File: src/rtl/psw_pkg.sv
package psw_pkg;

    localparam int PSW_W = 7;

    typedef enum logic [0:0] {
        MODE_USER  = 1'b0,
        MODE_SUPER = 1'b1
    } priv_mode_e;

    typedef enum logic [2:0] {
        COND_ZERO   = 3'd0,
        COND_NZERO  = 3'd1,
        COND_CARRY  = 3'd2,
        COND_SIGN   = 3'd3,
        COND_OVF    = 3'd4,
        COND_EQUAL  = 3'd5,
        COND_ALWAYS = 3'd6,
        COND_NEVER  = 3'd7
    } cond_code_e;

    // bit 6 .. bit 0
    typedef struct packed {
        logic super_b;
        logic ie;
        logic equal;
        logic ovf;
        logic carry;
        logic sign;
        logic zero;
    } psw_image_t;

    typedef struct packed {
        logic equal;
        logic ovf;
        logic carry;
        logic sign;
        logic zero;
    } cond_flags_t;

endpackage

File: src/rtl/psw_mode_ctrl.sv
module psw_mode_ctrl
    import psw_pkg::*;
(
    input  logic clk,
    input  logic rst_n,
    input  logic exc_entry,
    input  logic sw_wr_en,
    input  logic wr_super,
    input  logic wr_ie,
    output logic wr_accept,
    output logic super_mode,
    output logic int_en
);

    priv_mode_e state_q, state_d;
    logic       ie_q, ie_d;

    always_comb begin
        state_d = state_q;
        unique case (state_q)
            MODE_SUPER: begin
                if (!exc_entry && sw_wr_en && !wr_super)
                    state_d = MODE_USER;        // SUPER_TO_USER
                else
                    state_d = MODE_SUPER;       // SUPER_HOLD
            end
            MODE_USER: begin
                if (exc_entry)
                    state_d = MODE_SUPER;       // USER_TO_SUPER
                else
                    state_d = MODE_USER;        // USER_HOLD
            end
            default: state_d = MODE_SUPER;
        endcase
    end

    always_comb begin
        wr_accept = (state_q == MODE_SUPER) && sw_wr_en && !exc_entry;
        if (exc_entry)
            ie_d = 1'b0;
        else if (wr_accept)
            ie_d = wr_ie;
        else
            ie_d = ie_q;
    end

    always_ff @(posedge clk) begin
        if (!rst_n) begin
            state_q <= MODE_SUPER;
            ie_q    <= 1'b0;
        end else begin
            state_q <= state_d;
            ie_q    <= ie_d;
        end
    end

    always_comb begin
        super_mode = (state_q == MODE_SUPER);
        int_en     = ie_q;
    end

    assert_exc_forces_super_R7: assert property (@(posedge clk) disable iff (!rst_n)
        exc_entry |=> (super_mode && !int_en));

    assert_no_user_escape_R8: assert property (@(posedge clk) disable iff (!rst_n)
        (!super_mode && !exc_entry) |=> !super_mode);

    assert_user_ie_frozen_R5: assert property (@(posedge clk) disable iff (!rst_n)
        (!super_mode && !exc_entry) |=> $stable(int_en));

endmodule

File: src/rtl/psw_flag_bank.sv
module psw_flag_bank
    import psw_pkg::*;
#(
    parameter int DATA_W = 16
) (
    input  logic              clk,
    input  logic              rst_n,
    input  logic [DATA_W-1:0] alu_result,
    input  logic              alu_carry,
    input  logic              alu_overflow,
    input  logic              flag_upd,
    input  logic              cmp_strobe,
    input  logic [DATA_W-1:0] cmp_a,
    input  logic [DATA_W-1:0] cmp_b,
    input  logic              wr_accept,
    input  cond_flags_t       wr_flags,
    output cond_flags_t       flags
);

    localparam int MSB = DATA_W - 1;

    cond_flags_t flags_q, flags_d;
    logic        res_is_zero;
    logic        ops_match;

    always_comb begin
        res_is_zero = ~|alu_result;
        ops_match   = (cmp_a == cmp_b);
    end

    always_comb begin
        flags_d = flags_q;
        if (wr_accept) begin
            flags_d = wr_flags;
        end else begin
            if (flag_upd) begin
                flags_d.zero  = res_is_zero;
                flags_d.sign  = alu_result[MSB];
                flags_d.carry = alu_carry;
                flags_d.ovf   = alu_overflow;
            end
            if (cmp_strobe)
                flags_d.equal = ops_match;
        end
    end

    always_ff @(posedge clk) begin
        if (!rst_n)
            flags_q <= '0;
        else
            flags_q <= flags_d;
    end

    assign flags = flags_q;

    assert_zero_tracks_result_R2: assert property (@(posedge clk) disable iff (!rst_n)
        (flag_upd && !wr_accept) |=> (flags.zero == ($past(alu_result) == '0)));

    assert_equal_tracks_cmp_R3: assert property (@(posedge clk) disable iff (!rst_n)
        (cmp_strobe && !wr_accept) |=> (flags.equal == ($past(cmp_a) == $past(cmp_b))));

    assert_flags_hold_R4: assert property (@(posedge clk) disable iff (!rst_n)
        (!flag_upd && !cmp_strobe && !wr_accept) |=> $stable(flags));

    assert_write_loads_R6: assert property (@(posedge clk) disable iff (!rst_n)
        wr_accept |=> (flags == $past(wr_flags)));

endmodule

File: src/rtl/psw_cond_eval.sv
module psw_cond_eval
    import psw_pkg::*;
(
    input  cond_flags_t flags,
    input  logic [2:0]  cond_sel,
    output logic        cond_taken
);

    cond_code_e code;

    always_comb begin
        code = cond_code_e'(cond_sel);
        unique case (code)
            COND_ZERO:   cond_taken = flags.zero;
            COND_NZERO:  cond_taken = !flags.zero;
            COND_CARRY:  cond_taken = flags.carry;
            COND_SIGN:   cond_taken = flags.sign;
            COND_OVF:    cond_taken = flags.ovf;
            COND_EQUAL:  cond_taken = flags.equal;
            COND_ALWAYS: cond_taken = 1'b1;
            COND_NEVER:  cond_taken = 1'b0;
            default:     cond_taken = 1'b0;
        endcase
    end

endmodule

File: src/rtl/psw_reg.sv
module psw_reg
    import psw_pkg::*;
#(
    parameter int DATA_W = 16
) (
    input  logic              clk,
    input  logic              rst_n,
    input  logic [DATA_W-1:0] alu_result,
    input  logic              alu_carry,
    input  logic              alu_overflow,
    input  logic              flag_upd,
    input  logic              cmp_strobe,
    input  logic [DATA_W-1:0] cmp_a,
    input  logic [DATA_W-1:0] cmp_b,
    input  logic              sw_wr_en,
    input  logic [6:0]        sw_wr_data,
    input  logic              exc_entry,
    input  logic [2:0]        cond_sel,
    output logic              flag_zero,
    output logic              flag_sign,
    output logic              flag_carry,
    output logic              flag_ovf,
    output logic              flag_equal,
    output logic              int_en,
    output logic              super_mode,
    output logic              cond_taken
);

    psw_image_t  wr_img;
    cond_flags_t wr_flags;
    cond_flags_t flags;
    logic        wr_accept;

    always_comb begin
        wr_img         = psw_image_t'(sw_wr_data);
        wr_flags.zero  = wr_img.zero;
        wr_flags.sign  = wr_img.sign;
        wr_flags.carry = wr_img.carry;
        wr_flags.ovf   = wr_img.ovf;
        wr_flags.equal = wr_img.equal;
    end

    psw_mode_ctrl u_mode (
        .clk        (clk),
        .rst_n      (rst_n),
        .exc_entry  (exc_entry),
        .sw_wr_en   (sw_wr_en),
        .wr_super   (wr_img.super_b),
        .wr_ie      (wr_img.ie),
        .wr_accept  (wr_accept),
        .super_mode (super_mode),
        .int_en     (int_en)
    );

    psw_flag_bank #(.DATA_W(DATA_W)) u_flags (
        .clk          (clk),
        .rst_n        (rst_n),
        .alu_result   (alu_result),
        .alu_carry    (alu_carry),
        .alu_overflow (alu_overflow),
        .flag_upd     (flag_upd),
        .cmp_strobe   (cmp_strobe),
        .cmp_a        (cmp_a),
        .cmp_b        (cmp_b),
        .wr_accept    (wr_accept),
        .wr_flags     (wr_flags),
        .flags        (flags)
    );

    psw_cond_eval u_cond (
        .flags      (flags),
        .cond_sel   (cond_sel),
        .cond_taken (cond_taken)
    );

    always_comb begin
        flag_zero  = flags.zero;
        flag_sign  = flags.sign;
        flag_carry = flags.carry;
        flag_ovf   = flags.ovf;
        flag_equal = flags.equal;
    end

    assert_user_write_dropped_R5: assert property (@(posedge clk) disable iff (!rst_n)
        (!super_mode && !exc_entry && !flag_upd && !cmp_strobe) |=>
            ($stable({flag_zero, flag_sign, flag_carry, flag_ovf, flag_equal, int_en, super_mode})));

    assert_super_rise_cause_R8: assert property (@(posedge clk) disable iff (!rst_n)
        $rose(super_mode) |-> $past(exc_entry));

    assert_always_taken_R9: assert property (@(posedge clk) disable iff (!rst_n)
        (cond_sel == 3'd6) |-> cond_taken);

    assert_never_taken_R9: assert property (@(posedge clk) disable iff (!rst_n)
        (cond_sel == 3'd7) |-> !cond_taken);

endmodule

File: config.mk
export PLATFORM = sky130hd
export DESIGN_NAME = psw_reg
export DESIGN_NICKNAME = d
export VERILOG_FILES = /design/src/rtl/psw_pkg.sv /design/src/rtl/psw_mode_ctrl.sv /design/src/rtl/psw_flag_bank.sv /design/src/rtl/psw_cond_eval.sv /design/src/rtl/psw_reg.sv
export SDC_FILE = /design/constraint.sdc
export NUM_CORES = 1
export LEC_CHECK = 0
export ABC_AREA = 0
export BUFFER_PORTS_ARGS = -buffer_cell sky130_fd_sc_hd__buf_2
export CORE_MARGIN = 5
export CORE_UTILIZATION = 28
export CTS_CLUSTER_SIZE = 24
export DETAILED_ROUTE_END_ITERATION = 8
export PLACE_DENSITY = 0.75
export RECOVER_POWER = 50
export SETUP_SLACK_MARGIN = 0.1
export SKIP_LAST_GASP = 1
export SLEW_MARGIN = 20
export SYNTH_ARGS = -nofsm -noshare
export SYNTH_HDL_FRONTEND = slang
export SYNTH_SLANG_ARGS = --single-unit
File: constraint.sdc
create_clock -name clk -period 1.1 [get_ports clk]
set_input_delay 0.22 -clock clk [delete_from_list [all_inputs] [get_ports clk]]
set_output_delay 0.22 -clock clk [all_outputs]
set_load 0.01 [all_outputs]
# Word level (Yosys, flattened, before mapping)
# Index checks and enable logic that the tools add are counted.
# op_classes
eq_ne	8
n_mux	7
bitwise	2
n_reduce_logical	13
# ops
cell	n
$eq 16x16->1	1
$reduce_or 16->1	1
$eq 3x3->1 const B	4
$pmux 1 s8	1
$eq 3x2->1 const B	2
$mux 5	1
$logic_and 1x1->1	4
$logic_not 1->1	4
$mux 4	1
$reduce_bool 2->1	2
$eq 3x1->1 const B	1
$logic_not 3->1	1
$mux 1	3
$not 1->1	2
$pmux 1 s2	1
$reduce_or 2->1	1
# word_totals
regBits	7
inputBits	66
elab_cells	37

# Longest topological paths before layout
# Gate-level depths: netlist (run 1).
# logic_depth
word_depth	5
ltp_mapped	5

# Hierarchy
# A second synthesis (run 1) with hierarchy kept.
# unflattened
hier_cells	71
hier_area_um2	598.1
# by_module_without_submodules
mod	n_inst	cells_each	area_per_inst_um2
psw_flag_bank	1	51	442.9
psw_mode_ctrl	1	11	92.6
psw_cond_eval	1	9	62.6

# Least setup slack after synthesis (run 1)
# Ideal clock, no wire load.
# synth_path
path_type	input-to-reg
start	input alu_result[0]
end	register u_flags.flags_q (netlist bit u_flags.flags[0])
setup_ns	0.074
arrival_time_ns	1.066
path_slack_ns	-0.041
stages	4
cell_sequence	or4_4 -> nor3_2 -> nand4_1 -> a31oi_1
# synth_between
elab_chain_len	4
# synth_lines
item	line	rtl
start, declared	psw_reg.sv:8	input logic [DATA_W-1:0] alu_result,
$reduce_or 16->1	psw_flag_bank.sv:27	res_is_zero = ~|alu_result;
$logic_not 1->1	psw_flag_bank.sv:27	
$mux 4	psw_flag_bank.sv:36	if (flag_upd) begin
$mux 5	psw_flag_bank.sv:33	if (wr_accept) begin
end signal, assigned	psw_flag_bank.sv:51	flags_q <= flags_d;
end, declared	psw_flag_bank.sv:22	cond_flags_t flags_q, flags_d;
# Every way passes these cells. The select of a mux whose other input is x is not followed.
# A chain may end at the register's enable or synchronous reset.

# Worst setup path in the final report (run 1)
# layout_path
start	register u_flags.flags_q (netlist bit u_flags.flags[0])
end	output cond_taken
# layout_between
elab_chain_len	2
# layout_lines
item	line	rtl
$logic_not 1->1	psw_cond_eval.sv:15	COND_NZERO: cond_taken = !flags.zero;
$pmux 1 s8 (*)	psw_cond_eval.sv:13	unique case (code)
end, declared	psw_reg.sv:26	output logic cond_taken
# Mark *: on every way between the ends. The rest lies on a longest branch, timed or not.

==> results.sh, run 1 <==
export IMPL_placedInstanceArea_sq_um=1010
export IMPL_finalClockSkew_ns=0.00314
export IMPL_crit_path_top_delay_cell="sky130_fd_sc_hd__dfxtp_2"
export IMPL_power_density_cell_area_nw_per_um2=780
export IMPL_synth_seq_area_share=0.240
export IMPL_drt_wirelength_per_cell_microns=12.1
export IMPL_cts_reportedPaths_clkPinSlew_ns=0.06
export IMPL_dieHeight_microns=55.7
export IMPL_slew_viol_final=0
export IMPL_coreArea_sq_um=1980
export IMPL_final_period_utilization=1.19
export IMPL_number_of_flops_mapped_to_enable_cells_by_yosys=0
export IMPL_drtIter0Drc=8
export IMPL_synthArstFlopShare=0
export IMPL_tritoncts_num_sinks=7
export IMPL_nNetsFinal=213
export IMPL_antenna_found_initial=0
export IMPL_failed_checks="setup timing"
export IMPL_avgViaCountPerCell=4.63
export IMPL_setup_repair_after_global_routing_missed_its_margin="true"
export IMPL_synth_cells=67
export IMPL_p_leak_nw=0.528
export IMPL_cts_tree="built"
export IMPL_transition_time_at_the_pin_with_the_least_slew_margin_ns=0.202
export IMPL_status="finished with violations"
export IMPL_top_usage_layer="met2"
export IMPL_synth_top_flop_cell="sky130_fd_sc_hd__dfxtp_1"
export IMPL_wire_length_of_the_first_global_routing_pass_microns=3280
export IMPL_place_hpwl_microns=1860
export IMPL_post_synthesis_net_count=133
export IMPL_min_path_type="input pin to register"
export IMPL_antenna_diode_count=0
export IMPL_cts_max_path_buffers=2
export IMPL_fp_row_count=16
export IMPL_synth_avg_cell_area_sq_um=8.72
export IMPL_flow_area_growth_from_synthesis_pct=86.1
export IMPL_start_util=0.295
export IMPL_cts_root_buf="sky130_fd_sc_hd__clkbuf_4"
export IMPL_critical_path_max_stage_delay_ns=0.34
export IMPL_timing_final_hold_violations=0
export IMPL_relSlewSlack=0.864
export IMPL_cts_inserted_buffers=3
export IMPL_synth_cell_types=24
export IMPL_use_met2=0.225
export IMPL_gp_congestion=0.891
export IMPL_place_ws_ns=-0.187
export IMPL_crit_path_cell_trace="nor2_4, a21oi_2, o22ai_1, nand2_1, o21ai_2, buf_2"
export IMPL_clkLatencyLatePin_ns=0.25
export IMPL_yosysWarnings=0
export IMPL_io_pins=74
export IMPL_final_design_area_no_fill_sq_um=1090
export IMPL_totalWireLength_microns=2090
export IMPL_cp_data_arrival_time_ns=1.09
export IMPL_yosys_register_bits=7
export IMPL_track_usage=0.129
export IMPL_synth_cell_area_sq_um=584
export IMPL_number_of_global_route_vias_before_repair=833
export IMPL_fp_dieArea_sq_um=3100
export IMPL_cp_start_kind="register"
export IMPL_crit_type="register to output port"
export IMPL_grt_max_degree=9
export IMPL_path_max_fanout=2
export IMPL_ir_worst_vdd_mv=0.484
export IMPL_setup_ws_ns=-0.210
export IMPL_cts_htree_levels=1
export IMPL_timing_final_setup_violations=1
export IMPL_drc_errors=0
export IMPL_max_cap_viol_count=0
export IMPL_routed_via_count=801
export IMPL_place_port_buffers=73
export IMPL_antenna_left=0
export IMPL_cp_required_ns=0.88
export IMPL_period_minus_slack_ns=1.31
export IMPL_timing_critical_path_max_delay_family="flip-flops"
export IMPL_postCtsSetupRepairBufs=0
export IMPL_max_freq_ghz=0.763
export IMPL_worst_setup_end_kind="output port"
export IMPL_cp_num_buf_inv=1
export IMPL_global_route_usage_met3=0.0580
export IMPL_number_of_iterations_in_the_first_detailed_routing_pass=2
export IMPL_grtUsageMet1=0.139
export IMPL_die_width_microns=55.7
export IMPL_layout_drive_gt1_share=0.644
export IMPL_grt_overflow=0
## report_power, final
| group | total, mW | switching, mW | internal, mW | leakage (nW) |
|---|---|---|---|---|
| combinational | 0.327 | 0.135 | 0.191 | 0.455 |
| clock | 0.238 | 0.0995 | 0.139 | 0.0150 |
| sequential | 0.283 | 0.0128 | 0.271 | 0.0586 |
## synth_stat cells, types with 2 or more instances
cell | n | area, sq um
sky130_fd_sc_hd__o211a_1 | 3 | 30.0
sky130_fd_sc_hd__o22ai_1 | 2 | 12.5
sky130_fd_sc_hd__nor3_2 | 2 | 20.0
sky130_fd_sc_hd__o21ai_1 | 4 | 20.0
sky130_fd_sc_hd__a31oi_1 | 2 | 12.5
sky130_fd_sc_hd__xnor2_1 | 16 | 140
sky130_fd_sc_hd__a21oi_1 | 2 | 10.0
sky130_fd_sc_hd__nand2b_1 | 3 | 18.8
sky130_fd_sc_hd__nand2_1 | 4 | 15.0
sky130_fd_sc_hd__o211ai_1 | 2 | 15.0
sky130_fd_sc_hd__dfxtp_1 | 7 | 140
sky130_fd_sc_hd__mux2i_1 | 2 | 20.0
sky130_fd_sc_hd__nand3b_1 | 2 | 15.0
sky130_fd_sc_hd__nand4_1 | 4 | 25.0
sky130_fd_sc_hd__clkinv_1 | 2 | 7.51
sky130_fd_sc_hd__nand3_1 | 2 | 10.0
## what timing repair did
action                                  4_1_cts  5_1_grt
gates cloned                                  0        0
resized for setup                            11        7
hold buffers                                  0        0
pin swaps                                     6        8
endpoints found under the setup margin        6        9
## layout by cell type, fill, tap and decap left out
master	instances
sky130_fd_sc_hd__o21ai_1	2
sky130_fd_sc_hd__nor3_2	2
sky130_fd_sc_hd__nor3b_1	1
sky130_fd_sc_hd__nand4_1	4
sky130_fd_sc_hd__nor4b_4	1
sky130_fd_sc_hd__xnor2_1	15
sky130_fd_sc_hd__dfxtp_2	3
sky130_fd_sc_hd__inv_1	1
sky130_fd_sc_hd__o211ai_1	2
sky130_fd_sc_hd__o22ai_1	1
sky130_fd_sc_hd__nand3b_1	2
sky130_fd_sc_hd__nor2_4	1
sky130_fd_sc_hd__o21ai_2	2
sky130_fd_sc_hd__buf_6	3
sky130_fd_sc_hd__nand2_1	4
sky130_fd_sc_hd__clkbuf_1	4
sky130_fd_sc_hd__a21oi_2	2
sky130_fd_sc_hd__o211a_1	3
sky130_fd_sc_hd__mux2i_1	2
sky130_fd_sc_hd__nand3_1	2
sky130_fd_sc_hd__a31oi_1	2
sky130_fd_sc_hd__clkbuf_4	3
sky130_fd_sc_hd__nand2b_1	3
sky130_fd_sc_hd__dfxtp_1	4
sky130_fd_sc_hd__or4_4	1
sky130_fd_sc_hd__buf_4	1
sky130_fd_sc_hd__clkinv_2	2
sky130_fd_sc_hd__nor4_2	2
sky130_fd_sc_hd__buf_2	69
sky130_fd_sc_hd__o22ai_2	1
sky130_fd_sc_hd__xnor2_2	1
## worst paths after layout
path                                        start          endpoint  slack (ns)  cells after the start
worst min register to register   u_flags.flags[4]  u_flags.flags[4]        0.53                      2
worst max-delay path             u_flags.flags[0]        cond_taken       -0.21                      6
worst max register to register  u_mode.super_mode  u_flags.flags[2]        0.10                      3
worst min-delay path                    exc_entry     u_mode.int_en        0.15                      2
## per-layer routing
layer,vias to the layer above,wire [microns],part of all wire
met5,-,0,0
met4,0,13,0.0062
met3,2,313,0.15
met2,62,944,0.45
met1,332,817,0.39
li1,405,-,-
## per-stage QoR
step,instances,power (mW),utilization,hold slack [ns],setup TNS [ns]
5_1_grt,173,0.907,0.549,0.142,-0.285
4_1_cts,173,0.852,0.537,0.146,-0.224
3_3_place_gp,169,0.583,0.508,0.403,-0.263
6_report,173,0.848,0.549,0.150,-0.210
3_5_place_dp,169,0.594,0.508,0.417,-0.330
2_1_floorplan,67,0.412,-,0.296,-0.0405
## flip-flops by register name, summed over array words and instances, names as in the netlist
signal	cells
u_mode.super_mode	1
u_flags.flags	5
u_mode.int_en	1
## worst register-to-register path, stage by stage, from the launching register on
cell and delay (ns):
sky130_fd_sc_hd__dfxtp_1 0.35, sky130_fd_sc_hd__nand3b_1 0.16, sky130_fd_sc_hd__buf_6 0.18, sky130_fd_sc_hd__o211a_1 0.19
## final cells by class
type / instances / area [sq um]
clock buffer: 4 / 26.3
fill: 186 / 895
inverter: 3 / 13.8
multi-input combinational: 56 / 472
sequential: 7 / 144
tap: 27 / 33.8
timing repair buffer: 76 / 398
## cell families (layout without fill, tap and decap cells)
family | count (synthesis) | in the layout | share of synthesized area
buffers and inverters | 4 | 83 | 0.0257
AND/OR/NAND/NOR | 23 | 23 | 0.289
AO/OA/AOI/OAI | 15 | 15 | 0.171
multiplexers | 2 | 2 | 0.0343
flip-flops | 7 | 7 | 0.240
XOR/XNOR | 16 | 16 | 0.240
No activity file was read; power rests on OpenSTA's default activity.
==> run 2: changes to the inputs <==
--- a/config.mk
+++ b/config.mk
@@ -14,8 +14,10 @@
 export PLACE_DENSITY = 0.75
 export RECOVER_POWER = 50
 export SETUP_SLACK_MARGIN = 0.1
+export SKIP_CTS_REPAIR_TIMING = 1
 export SKIP_LAST_GASP = 1
 export SLEW_MARGIN = 20
 export SYNTH_ARGS = -nofsm -noshare
 export SYNTH_HDL_FRONTEND = slang
 export SYNTH_SLANG_ARGS = --single-unit
+export TNS_END_PERCENT = 1
==> run 2 against run 1 <==
  * The run still ends with setup timing left
  * Utilization is 1.5 points lower
  * Wire length is 2.0% higher
  * Clock power is 4% lower
  * Via count is 0.12% higher
  * Clock-buffer cell count stayed put
  * Sequential share of layout area is 0.26 points higher
  * Flip-flop and latch count stayed put
  * Largest cell class unchanged
  * Largest power group unchanged
==> results.sh, run 2 (synthesis results as in run 1) <==
export IMPL_timing_final_setup_violations=1
export IMPL_flow_area_growth_from_synthesis_pct=80.9
export IMPL_final_period_utilization=1.17
export IMPL_fillcell_total=184
export IMPL_drtIter0Drc=6
export IMPL_fp_row_count=16
export IMPL_crit_path_cell_trace="nor2_4, a21oi_2, o22ai_2, o21ai_1, buf_2"
export IMPL_relSlewSlack=0.850
export IMPL_totalWireLength_microns=2130
export IMPL_critical_path_max_stage_delay_ns=0.35
export IMPL_fin_total_pwr_mw=0.827
export IMPL_cp_num_buf_inv=1
export IMPL_transition_time_at_the_pin_with_the_least_slew_margin_ns=0.223
export IMPL_seqCellArea_sq_um=143
export IMPL_antenna_left=0
export IMPL_avgViaCountPerCell=4.64
export IMPL_min_path_type="input pin to register"
export IMPL_gp_congestion=0.832
export IMPL_max_freq_ghz=0.778
export IMPL_antenna_diode_count=0
export IMPL_p_leak_nw=0.523
export IMPL_cts_htree_levels=1
export IMPL_cp_required_ns=0.88
export IMPL_track_usage=0.136
export IMPL_largest_register_ffs=5
export IMPL_drt_wirelength_per_cell_microns=12.3
export IMPL_timing_critical_path_max_delay_family="flip-flops"
export IMPL_finalClockSkew_ns=0.000462
export IMPL_setup_ws_ns=-0.185
export IMPL_routed_via_count=802
export IMPL_status="finished with violations"
export IMPL_failed_checks="setup timing"
export IMPL_crit_path_top_delay_cell="sky130_fd_sc_hd__dfxtp_2"
export IMPL_slew_viol_final=0
export IMPL_place_port_buffers=73
export IMPL_period_minus_slack_ns=1.29
export IMPL_multi_input_logic_area_sq_um=457
export IMPL_place_hpwl_microns=1930
export IMPL_timing_hold_ws_ns=0.159
export IMPL_cts_inserted_buffers=3
export IMPL_finish_utilization=0.533
export IMPL_antenna_found_initial=0
export IMPL_cp_data_arrival_time_ns=1.07
export IMPL_cts_reportedPaths_clkPinSlew_ns=0.05
export IMPL_die_width_microns=55.7
export IMPL_tritoncts_num_sinks=7
export IMPL_number_of_iterations_in_the_first_detailed_routing_pass=2
export IMPL_dieHeight_microns=55.7
export IMPL_power_density_cell_area_nw_per_um2=782
export IMPL_drc_errors=0
export IMPL_layout_cells_most_common="sky130_fd_sc_hd__buf_2"
export IMPL_nNetsFinal=213
export IMPL_start_util=0.295
export IMPL_io_pins=74
export IMPL_clkLatencyLatePin_ns=0.24
export IMPL_max_cap_viol_count=0
export IMPL_path_max_fanout=2
export IMPL_top_library_cells_by_usage_in_the_layout_fill_and_taps_aside="sky130_fd_sc_hd__buf_2, sky130_fd_sc_hd__xnor2_1, sky130_fd_sc_hd__dfxtp_1, sky130_fd_sc_hd__nand2_1, sky130_fd_sc_hd__nand4_1"
export IMPL_fp_dieArea_sq_um=3100
export IMPL_cts_max_path_buffers=2
export IMPL_grt_max_degree=8
export IMPL_layout_drive_gt1_share=0.630
export IMPL_ir_worst_vdd_mv=0.557
export IMPL_cp_start_kind="register"
export IMPL_setup_repair_after_global_routing_missed_its_margin="true"
export IMPL_cts_tree="built"
export IMPL_timing_final_hold_violations=0
export IMPL_crit_type="register to output port"
export IMPL_worst_setup_end_kind="output port"
export IMPL_wire_length_of_the_first_global_routing_pass_microns=3410
export IMPL_coreArea_sq_um=1980
export IMPL_grt_overflow=0
export IMPL_cts_root_buf="sky130_fd_sc_hd__clkbuf_4"
export IMPL_number_of_global_route_vias_before_repair=877
-- run 2: final timing paths --
| path | startpoint | endpoint | slack (ns) | cells after the start |
|---|---|---|---|---|
| worst min register to register | u_flags.flags[4] | u_flags.flags[4] | 0.52 | 2 |
| worst max register to register | u_mode.super_mode | u_flags.flags[3] | 0.12 | 4 |
| worst min-delay path | exc_entry | u_mode.int_en | 0.16 | 2 |
| worst max-delay path | u_flags.flags[0] | cond_taken | -0.19 | 5 |
-- run 2: final cells by class --
cell class | instances | area share
multi-input cells | 56 | 0.432
flip-flops and latches | 7 | 0.135
inverters | 3 | 0.0107
well taps | 27 | 0.0320
repair buffers | 76 | 0.366
clock buffers | 4 | 0.0249
-- run 2: worst register-to-register path: stages, from the launching register on --
cell and delay (ns):
sky130_fd_sc_hd__dfxtp_1 0.34, sky130_fd_sc_hd__nand3b_1 0.14, sky130_fd_sc_hd__buf_4 0.19, sky130_fd_sc_hd__o211ai_1 0.09, sky130_fd_sc_hd__o211a_1 0.16
-- run 2: report_power, final --
part	internal, mW	leakage [nW]	switching (mW)
Combinational	0.185	0.450	0.131
Sequential	0.270	0.0583	0.0120
Clock	0.138	0.0150	0.0904
Total	0.593	0.523	0.233
-- run 2: per-layer routing --
layer,share of wire,wire (microns),vias to the layer above,global-route usage
met5,0,0,-,0
met4,0.0061,13,0,0.0208
met3,0.18,380,2,0.0951
met2,0.47,998,64,0.257
met1,0.35,738,330,0.118
li1,-,-,406,-
-- run 2: per-stage QoR --
step / setup slack (ns) / TNS, ns / instances / instance area (sq um)
after detailed placement: -0.246 / -0.403 / 169 / 1000
after global routing: -0.333 / -0.398 / 173 / 1060
after floorplan: -0.0405 / -0.0405 / 67 / 584
after CTS: -0.268 / -0.268 / 173 / 1030
final: -0.185 / -0.185 / 173 / 1060
after global placement: -0.172 / -0.270 / 169 / 1000
